==> src/rtl/shadow_bus_pkg.sv <==
package shadow_bus_pkg;
  typedef enum logic {
    HS_IDLE = 1'b0,
    HS_HOLD = 1'b1
  } hold_state_e;
endpackage

==> src/rtl/shadow_mem.sv <==
module shadow_mem #(
  parameter int DW    = 32,
  parameter int DEPTH = 16,
  localparam int IW   = $clog2(DEPTH)
) (
  input  logic          clk,
  input  logic          wr_en,
  input  logic [IW-1:0] wr_idx,
  input  logic [DW-1:0] wr_data,
  input  logic [IW-1:0] rd_idx,
  output logic [DW-1:0] rd_data
);
  logic [DW-1:0] store [DEPTH];

  always_ff @(posedge clk) begin
    if (wr_en) store[wr_idx] <= wr_data;
  end

  assign rd_data = store[rd_idx];
endmodule

==> src/rtl/shadow_hold_buf.sv <==
module shadow_hold_buf #(
  parameter int AW = 8,
  parameter int DW = 32
) (
  input  logic          clk,
  input  logic          rst_n,
  input  logic          load,
  input  logic          ld_we,
  input  logic [AW-1:0] ld_adr,
  input  logic [DW-1:0] ld_dat,
  output logic          q_we,
  output logic [AW-1:0] q_adr,
  output logic [DW-1:0] q_dat
);
  logic          we_d;
  logic [AW-1:0] adr_d;
  logic [DW-1:0] dat_d;

  always_comb begin
    we_d  = q_we;
    adr_d = q_adr;
    dat_d = q_dat;
    if (load) begin
      we_d  = ld_we;
      adr_d = ld_adr;
      dat_d = ld_dat;
    end
  end

  always_ff @(posedge clk or negedge rst_n) begin
    if (!rst_n) begin
      q_we  <= 1'b0;
      q_adr <= '0;
      q_dat <= '0;
    end else begin
      q_we  <= we_d;
      q_adr <= adr_d;
      q_dat <= dat_d;
    end
  end
endmodule

==> src/rtl/shadow_ctrl.sv <==
module shadow_ctrl
  import shadow_bus_pkg::*;
(
  input  logic clk,
  input  logic rst_n,
  input  logic cyc,
  input  logic stb,
  input  logic shadow,
  input  logic go,
  input  logic kill,
  output logic stall,
  output logic load_hold,
  output logic plain_acc,
  output logic commit_acc
);
  hold_state_e state_q, state_d;
  logic accept;

  assign stall      = (state_q == HS_HOLD);
  assign accept     = cyc & stb & ~stall;
  assign load_hold  = accept & shadow;
  assign plain_acc  = accept & ~shadow;
  assign commit_acc = stall & cyc & go & ~kill;

  always_comb begin
    state_d = state_q;
    unique case (state_q)
      HS_IDLE: if (load_hold) state_d = HS_HOLD;
      HS_HOLD: if (!cyc || kill || go) state_d = HS_IDLE;
      default: state_d = HS_IDLE;
    endcase
  end

  always_ff @(posedge clk or negedge rst_n) begin
    if (!rst_n) state_q <= HS_IDLE;
    else        state_q <= state_d;
  end
endmodule

==> src/rtl/shadow_bus_slave.sv <==
module shadow_bus_slave #(
  parameter int AW    = 8,
  parameter int DW    = 32,
  parameter int DEPTH = 16
) (
  input  logic          clk,
  input  logic          rst_n,
  input  logic          bus_cyc,
  input  logic          bus_stb,
  input  logic          bus_we,
  input  logic [AW-1:0] bus_adr,
  input  logic [DW-1:0] bus_wdat,
  input  logic          bus_shadow,
  input  logic          bus_go,
  input  logic          bus_kill,
  output logic [DW-1:0] bus_rdat,
  output logic          bus_ack,
  output logic          bus_err,
  output logic          bus_stall
);
  localparam int IW = $clog2(DEPTH);
  localparam logic [AW:0] LIMIT = (AW+1)'(DEPTH);

  // reset: asserted asynchronously, released on a clock edge
  logic rst_meta_q, rst_n_sync;
  always_ff @(posedge clk or negedge rst_n) begin
    if (!rst_n) begin
      rst_meta_q <= 1'b0;
      rst_n_sync <= 1'b0;
    end else begin
      rst_meta_q <= 1'b1;
      rst_n_sync <= rst_meta_q;
    end
  end

  logic          load_hold, plain_acc, commit_acc;
  logic          h_we;
  logic [AW-1:0] h_adr;
  logic [DW-1:0] h_dat;

  shadow_ctrl u_ctrl (
    .clk        (clk),
    .rst_n      (rst_n_sync),
    .cyc        (bus_cyc),
    .stb        (bus_stb),
    .shadow     (bus_shadow),
    .go         (bus_go),
    .kill       (bus_kill),
    .stall      (bus_stall),
    .load_hold  (load_hold),
    .plain_acc  (plain_acc),
    .commit_acc (commit_acc)
  );

  shadow_hold_buf #(.AW(AW), .DW(DW)) u_hold (
    .clk    (clk),
    .rst_n  (rst_n_sync),
    .load   (load_hold),
    .ld_we  (bus_we),
    .ld_adr (bus_adr),
    .ld_dat (bus_wdat),
    .q_we   (h_we),
    .q_adr  (h_adr),
    .q_dat  (h_dat)
  );

  // access mux: committed buffer or live bus
  logic          acc_vld, acc_we, acc_in;
  logic [AW-1:0] acc_adr;
  logic [DW-1:0] acc_dat, mem_rd;

  assign acc_vld = plain_acc | commit_acc;
  assign acc_we  = commit_acc ? h_we  : bus_we;
  assign acc_adr = commit_acc ? h_adr : bus_adr;
  assign acc_dat = commit_acc ? h_dat : bus_wdat;
  assign acc_in  = ({1'b0, acc_adr} < LIMIT);

  shadow_mem #(.DW(DW), .DEPTH(DEPTH)) u_mem (
    .clk     (clk),
    .wr_en   (acc_vld & acc_we & acc_in),
    .wr_idx  (acc_adr[IW-1:0]),
    .wr_data (acc_dat),
    .rd_idx  (acc_adr[IW-1:0]),
    .rd_data (mem_rd)
  );

  // response registers
  logic          ack_d, err_d, rdat_en;
  logic [DW-1:0] rdat_d;

  assign ack_d   = acc_vld & acc_in;
  assign err_d   = acc_vld & ~acc_in;
  assign rdat_en = acc_vld & ~acc_we & acc_in;

  always_comb begin
    rdat_d = bus_rdat;
    if (rdat_en) rdat_d = mem_rd;
  end

  always_ff @(posedge clk or negedge rst_n_sync) begin
    if (!rst_n_sync) begin
      bus_ack  <= 1'b0;
      bus_err  <= 1'b0;
      bus_rdat <= '0;
    end else begin
      bus_ack  <= ack_d;
      bus_err  <= err_d;
      bus_rdat <= rdat_d;
    end
  end
endmodule

==> config.mk <==
export PLATFORM = sky130hd
export DESIGN_NAME = shadow_bus_slave
export DESIGN_NICKNAME = d
export VERILOG_FILES = /design/src/rtl/shadow_bus_pkg.sv /design/src/rtl/shadow_mem.sv /design/src/rtl/shadow_hold_buf.sv /design/src/rtl/shadow_ctrl.sv /design/src/rtl/shadow_bus_slave.sv
export SDC_FILE = /design/constraint.sdc
export NUM_CORES = 1
export LEC_CHECK = 0
export CAP_MARGIN = 15
export CORE_UTILIZATION = 61
export DETAILED_ROUTE_END_ITERATION = 8
export PLACE_DENSITY = 0.87
export SETUP_SLACK_MARGIN = 0.05
export SYNTH_ARGS = -nofsm -noshare
export SYNTH_HDL_FRONTEND = slang
export SYNTH_HIERARCHICAL = 1
export SYNTH_SLANG_ARGS = --single-unit
==> constraint.sdc <==
create_clock -name clk -period 3.3 [get_ports clk]
set_input_delay 0.66 -clock clk [delete_from_list [all_inputs] [get_ports clk]]
set_output_delay 0.66 -clock clk [all_outputs]
set_load 0.02 [all_outputs]
# After elaboration in Yosys (flattened, before gate mapping)
# Memory sizes are Yosys's and may differ from the RTL's. A register that Yosys moved wholly into a read port is not among the register bits.
# Index checks and enable logic that the tools add are counted.
[word_totals] regBits=46 out_inout_bits=35 memories=1 ramBits=512 in_bits=48 wordCells=41
[op_classes] n_mux=8 n_bitwise=19 magnitude_cmp=1 reduce_logical=4
[memory_table] memory="u_mem.store" depth=16 width=32 read_ports=1 rd_ports_with_merged_regs=1 write_ports=1 line_no="shadow_mem.sv:13" source="logic [DW-1:0] store [DEPTH];"
[op_table] cell="32-bit two-way mux" count=1
[op_table] cell="1-bit bitwise AND" count=13
[op_table] cell="8-bit by 5-bit < comparator with 1-bit output, second input constant" count=1
[op_table] cell="8-bit two-way mux" count=1
[op_table] cell="1-bit two-way mux" count=5
[op_table] cell="1-bit NOT" count=5
[op_table] cell="1-bit zero test" count=2
[op_table] cell="1-bit logical OR" count=2
[op_table] cell="1-bit case mux with 2 select lines" count=1
[op_table] cell="1-bit bitwise OR" count=1

# Longest topological paths before layout
[logic_depth] depth_word=8 depth_mapped=9 mapped_depth_nobuf=7

# Cells and area by module
# Netlist, hierarchy kept.
[modules_own_cells] module="shadow_mem" instances=1 cells_each=806 area_each_um2=19213.4
[modules_own_cells] module="shadow_bus_slave" instances=1 cells_each=123 area_each_um2=1955.6
[modules_own_cells] module="shadow_hold_buf" instances=1 cells_each=87 area_each_um2=1729.2
[modules_own_cells] module="shadow_ctrl" instances=1 cells_each=8 area_each_um2=88.8

# Least setup slack after synthesis
# Ideal clock, no wire load.
[synth_path] path_kind="input -> register" start="input bus_kill" end="memory u_mem.store[0][0] (enable)" arrival_time_ns=4.474 n_path_buf=1 path_slack_ns=-1.635 cell_stages=5 required_ns=2.839 setup_time_ns=0.461 path_cell_list="and4b_1 > clkbuf_1 > mux2_2 > or3b_2 > nor3_1"
[synth_via] elab_chain_len=7 word_cells_on_any_way=10
[synth_rtl] item="from (decl)" line_no="shadow_bus_slave.sv:15" source="input logic bus_kill,"
[synth_rtl] item="1-bit NOT (*)" line_no="shadow_ctrl.sv:23" source="assign commit_acc = stall & cyc & go & ~kill;"
[synth_rtl] item="1-bit bitwise AND (*)" line_no="shadow_ctrl.sv:23"
[synth_rtl] item="8-bit two-way mux (*)" line_no="shadow_bus_slave.sv:74" source="assign acc_adr = commit_acc ? h_adr : bus_adr;"
[synth_rtl] item="named net acc_adr[2]" line_no="shadow_bus_slave.sv:69" source="logic [AW-1:0] acc_adr;"
[synth_rtl] item="8-bit by 5-bit < comparator with 1-bit output" line_no="shadow_bus_slave.sv:76" source="assign acc_in = ({1'b0, acc_adr} < LIMIT);"
[synth_rtl] item="1-bit bitwise AND" line_no="shadow_bus_slave.sv:80" source=".wr_en (acc_vld & acc_we & acc_in),"
[synth_rtl] item="1-bit two-way mux" line_no="shadow_mem.sv:16" source="if (wr_en) store[wr_idx] <= wr_data;"
[synth_rtl] item="1-bit two-way mux (implied by the code)" line_no="shadow_mem.sv:16"
[synth_rtl] item="to (decl)" line_no="shadow_mem.sv:13"
# Mark *: on every way through the listed nets, which the timed path passes. The rest lies on a longest branch.

# Final worst setup path
[layout_path] start="input bus_cyc" end="register bus_rdat[31], read port of u_mem.store"
[layout_via] word_cells_on_any_way=13
[layout_lines] item="from (decl)" line_no="shadow_bus_slave.sv:8" source="input logic bus_cyc,"
[layout_lines] item="1-bit bitwise AND (*) (3 in series)" line_no="shadow_ctrl.sv:23"
[layout_lines] item="named net commit_acc" line_no="shadow_bus_slave.sv:36" source="logic load_hold, plain_acc, commit_acc;"
[layout_lines] item="8-bit two-way mux (*)" line_no="shadow_bus_slave.sv:74"
[layout_lines] item="named net acc_adr[1]" line_no="shadow_bus_slave.sv:69"
[layout_lines] item="8-bit by 5-bit < comparator with 1-bit output" line_no="shadow_bus_slave.sv:76"
[layout_lines] item="1-bit bitwise AND" line_no="shadow_bus_slave.sv:93" source="assign rdat_en = acc_vld & ~acc_we & acc_in;"
[layout_lines] item="to (decl)" line_no="shadow_bus_slave.sv:16" source="output logic [DW-1:0] bus_rdat,"
# Marks and branches as above.
# A chain may end at the register's enable or synchronous reset.

==> key figures <==
Timing
  • Final hold vios: 0
  • Unrepaired setup endpoints after global routing: no
  • Worst Skew: 36.9 ps
  • Highest clock rate: 334 MHz
  • Fin. max-slew vios: 0
  • Final WS setup: 302 ps
  • Worst rel slew slack: 0.561
  • Min Tclk post-route: 3000 ps
  • Endpoints failing setup: 0
  • Final period util: 0.908
  • Worst Tran Pin Value: 655 ps

Route
  • Met3 wire len: 5.23 mm
  • DR top layer: met5
  • Routed length on met2: 28.7 mm
  • Via count: 11816
  • Initial DRT Pass Iterations: 5
  • Routed Antenna Nets: 0
  • Wire per inst: 32.2 um
  • M1 wire length: 19.7 mm
  • Vias/cell: 6.76
  • Initial drt markers: 1184
  • Final wirelength: 56.2 mm
  • Drc violations: 0

Critical path
  • Crit start category: input pin
  • Crit path largest cell delay: 510 ps
  • R2R Setup Slk: 430 ps
  • R2r startpoint: u_ctrl/stall
  • Worst Path Arrival: 3470 ps
  • Crit Path Max Fanout: 23
  • Slowest CP cell: clkdlybuf4s50_1
  • Cell Chain, Critical Path: clkdlybuf4s50_1, and4b_2, buf_4, mux2_4, buf_12, mux4_2, a22oi_1, nand2_1, mux2_2
  • Worst R2R End: bus_rdat[31]
  • Worst Reg-to-Reg Cells: 8
  • Critical Path RT: 3780 ps
  • Worst Setup Path Type: input pin to flip-flop
  • Critical Path Sink Type: flip-flop

Yosys
  • #FFs+latches synth: 590
  • Post-Syn Nets: 1072
  • Post-synth EDFFs: 512
  • Yosys warns: 6
  • Post-synth top area share: 0.669
  • Top_reg_cell synth: edfxtp_1
  • Avg Synthesized Cell Area: 22.4 sq um
  • Post-Syn Instances: 1024
  • Synth async-reset ratio: 0.132
  • Syn Std Cell Area: 23000 sq um
  • Top cells by area, synth: edfxtp_1, mux4_2, dfrtp_1, mux2_4, a22oi_1
  • Sequential area share after synthesis: 0.754
  • Number of distinct library cells after synthesis: 35
  • Largest area contributor in the netlist: edfxtp_1

Min path
  • Hold Path Class: input pin to async pin

Run
  • Max_cap viols: 0

Floorplan
  • Ports: 83
  • Num rows: 70
  • Core ar.: 36900 sq um
  • Die height: 196 um
  • Initial core utilization: 0.623
  • Die span in x: 196 um
  • Die Area: 38500 sq um

Global route
  • Total global routing track utilization: 0.305
  • Initial antenna violation count: 1
  • Grt total ovfl: 0
  • Largest net degree at the start of global routing: 42
  • Vias in the first global route: 12533
  • First-pass GRT wire length: 82.5 mm

Placement
  • RD Place Congestion: 0.770
  • Port Buffer Count: 82
  • Final HPWL DP: 30.5 mm
  • Dpl ws: -176 ps
  • DP Area: 25400 sq um

Clock network
  • CTS tree: yes
  • Setup bufs post-CTS: 0
  • CTS Hold Bufs: 0
  • Root Buffer Master: clkbuf_16
  • CTS Sinks: 590
  • Clk_lat worst skew: 620 ps
  • PostCTS Resize Cnt: 0
  • Worst-path clk slew: 60 ps
  • Max clock buf depth: 3
  • CTS H-Tree Depth: 2
  • Total CTS buffers: 55

Status
  • Outcome: completed

Power
  • PwrDens: 593 nW/um^2
  • VDD IR-drop max: 0.511 mV
  • Total leakage power: 9.22 nW

Layout
  • Fin area: 27300 sq um
  • Layout cells sized above 1: 0.356
  • N_diodes: 0
  • Nets: 1244
  • Area Overhead vs Synth: 18.6%
[power breakdown]
group          switching, mW  total [mW]  internal, mW
logic                  0.560        1.17         0.606
registers              0.120        8.39          8.27
clock network           2.79        6.61          3.82
total                   3.47        16.2          12.7
[stage by stage]
| stage | cells | total power, mW | setup TNS [ps] | hold slack [ps] | util |
|---|---|---|---|---|---|
| after floorplan | 1024 | 9.23 | 0 | 331 | - |
| after global placement | 1643 | 9.61 | -3070 | 328 | 0.688 |
| after detailed placement | 1643 | 9.67 | -28850 | 333 | 0.688 |
| after CTS | 1747 | 16.2 | 0 | 212 | 0.739 |
| after global routing | 1747 | 16.5 | 0 | 218 | 0.739 |
| final | 1747 | 16.2 | 0 | 231 | 0.739 |
[routing by layer]
| layer | vias up | track usage |
|---|---|---|
| li1 | 4598 | - |
| met1 | 6197 | 0.387 |
| met2 | 836 | 0.505 |
| met3 | 183 | 0.0629 |
| met4 | 2 | 0.156 |
| met5 | - | 0 |
[area by class of cell]
| class | instances | area [sq um] |
|---|---|---|
| sequential | 590 | 17300 |
| clock inverter | 18 | 240 |
| timing repair buffer | 171 | 1980 |
| clock buffer | 86 | 1640 |
| inverter | 1 | 3.75 |
| fill | 1910 | 9610 |
| tap | 504 | 631 |
| multi-input combinational | 377 | 5440 |
[worst max path at each step]
stage / startpoint / slack [ps] / endpoint / depth (start not counted)
3_3_place_gp: bus_cyc / -50 / bus_rdat[17] / 9
4_1_cts: bus_cyc / 360 / bus_rdat[31] / 9
3_5_place_dp: bus_cyc / -180 / bus_rdat[5] / 10
5_1_grt: bus_cyc / 280 / bus_rdat[31] / 9
2_1_floorplan: bus_kill / 60 / u_mem/store[0][0] / 5
6_report: bus_cyc / 300 / bus_rdat[31] / 9
[cell families (layout without fill, tap and decap cells)]
group                  Yosys count  count (layout)  synth area share
AO/OA/AOI/OAI                   68              68            0.0226
multiplexers                   238             238             0.191
buffers and inverters           57             276            0.0176
AND/OR/NAND/NOR                 70              70            0.0152
other                            1               1          0.000163
flip-flops                     590             590             0.754
[sequential cells by signal (all words and copies together), names as in the netlist, 8 cells and up]
signal	count
u_hold/q_adr	8
u_hold/q_dat	32
bus_rdat	32
u_mem/store	512
[worst max-delay path, delay by kind of cell]
family	cells	cell delay, ps
muxes	3	1070
buffers and inverters	3	920
and+or+nand+nor	2	480
AOI/OAI and AO/OA	1	320
[cells in the mapped netlist (3+ instances only)]
library cell	n
nor2_1	15
nor3_1	4
mux2_2	39
mux2_4	70
a22oi_1	64
nand2b_1	3
buf_6	4
buf_4	11
buf_2	5
buf_1	10
edfxtp_1	512
buf_12	7
dfrtp_1	78
clkbuf_1	19
mux4_2	128
nand2_1	33
[layout by cell type, fill, tap and decap left out, types with 2 or more instances in the layout]
master / count
bufinv_16: 5
a21oi_1: 2
nor2_4: 14
inv_6: 2
mux4_2: 128
clkbuf_8: 13
mux2_2: 36
mux2_4: 72
buf_4: 50
clkbuf_16: 56
a22oi_1: 64
clkdlybuf4s50_1: 82
nor3_4: 4
clkinvlp_4: 3
nor2b_2: 2
buf_12: 39
clkbuf_1: 17
clkinv_2: 6
nand3b_1: 2
nand2_1: 33
edfxtp_1: 512
nand2b_1: 3
dfrtp_1: 77
Power figures use the tool's default switching activity.
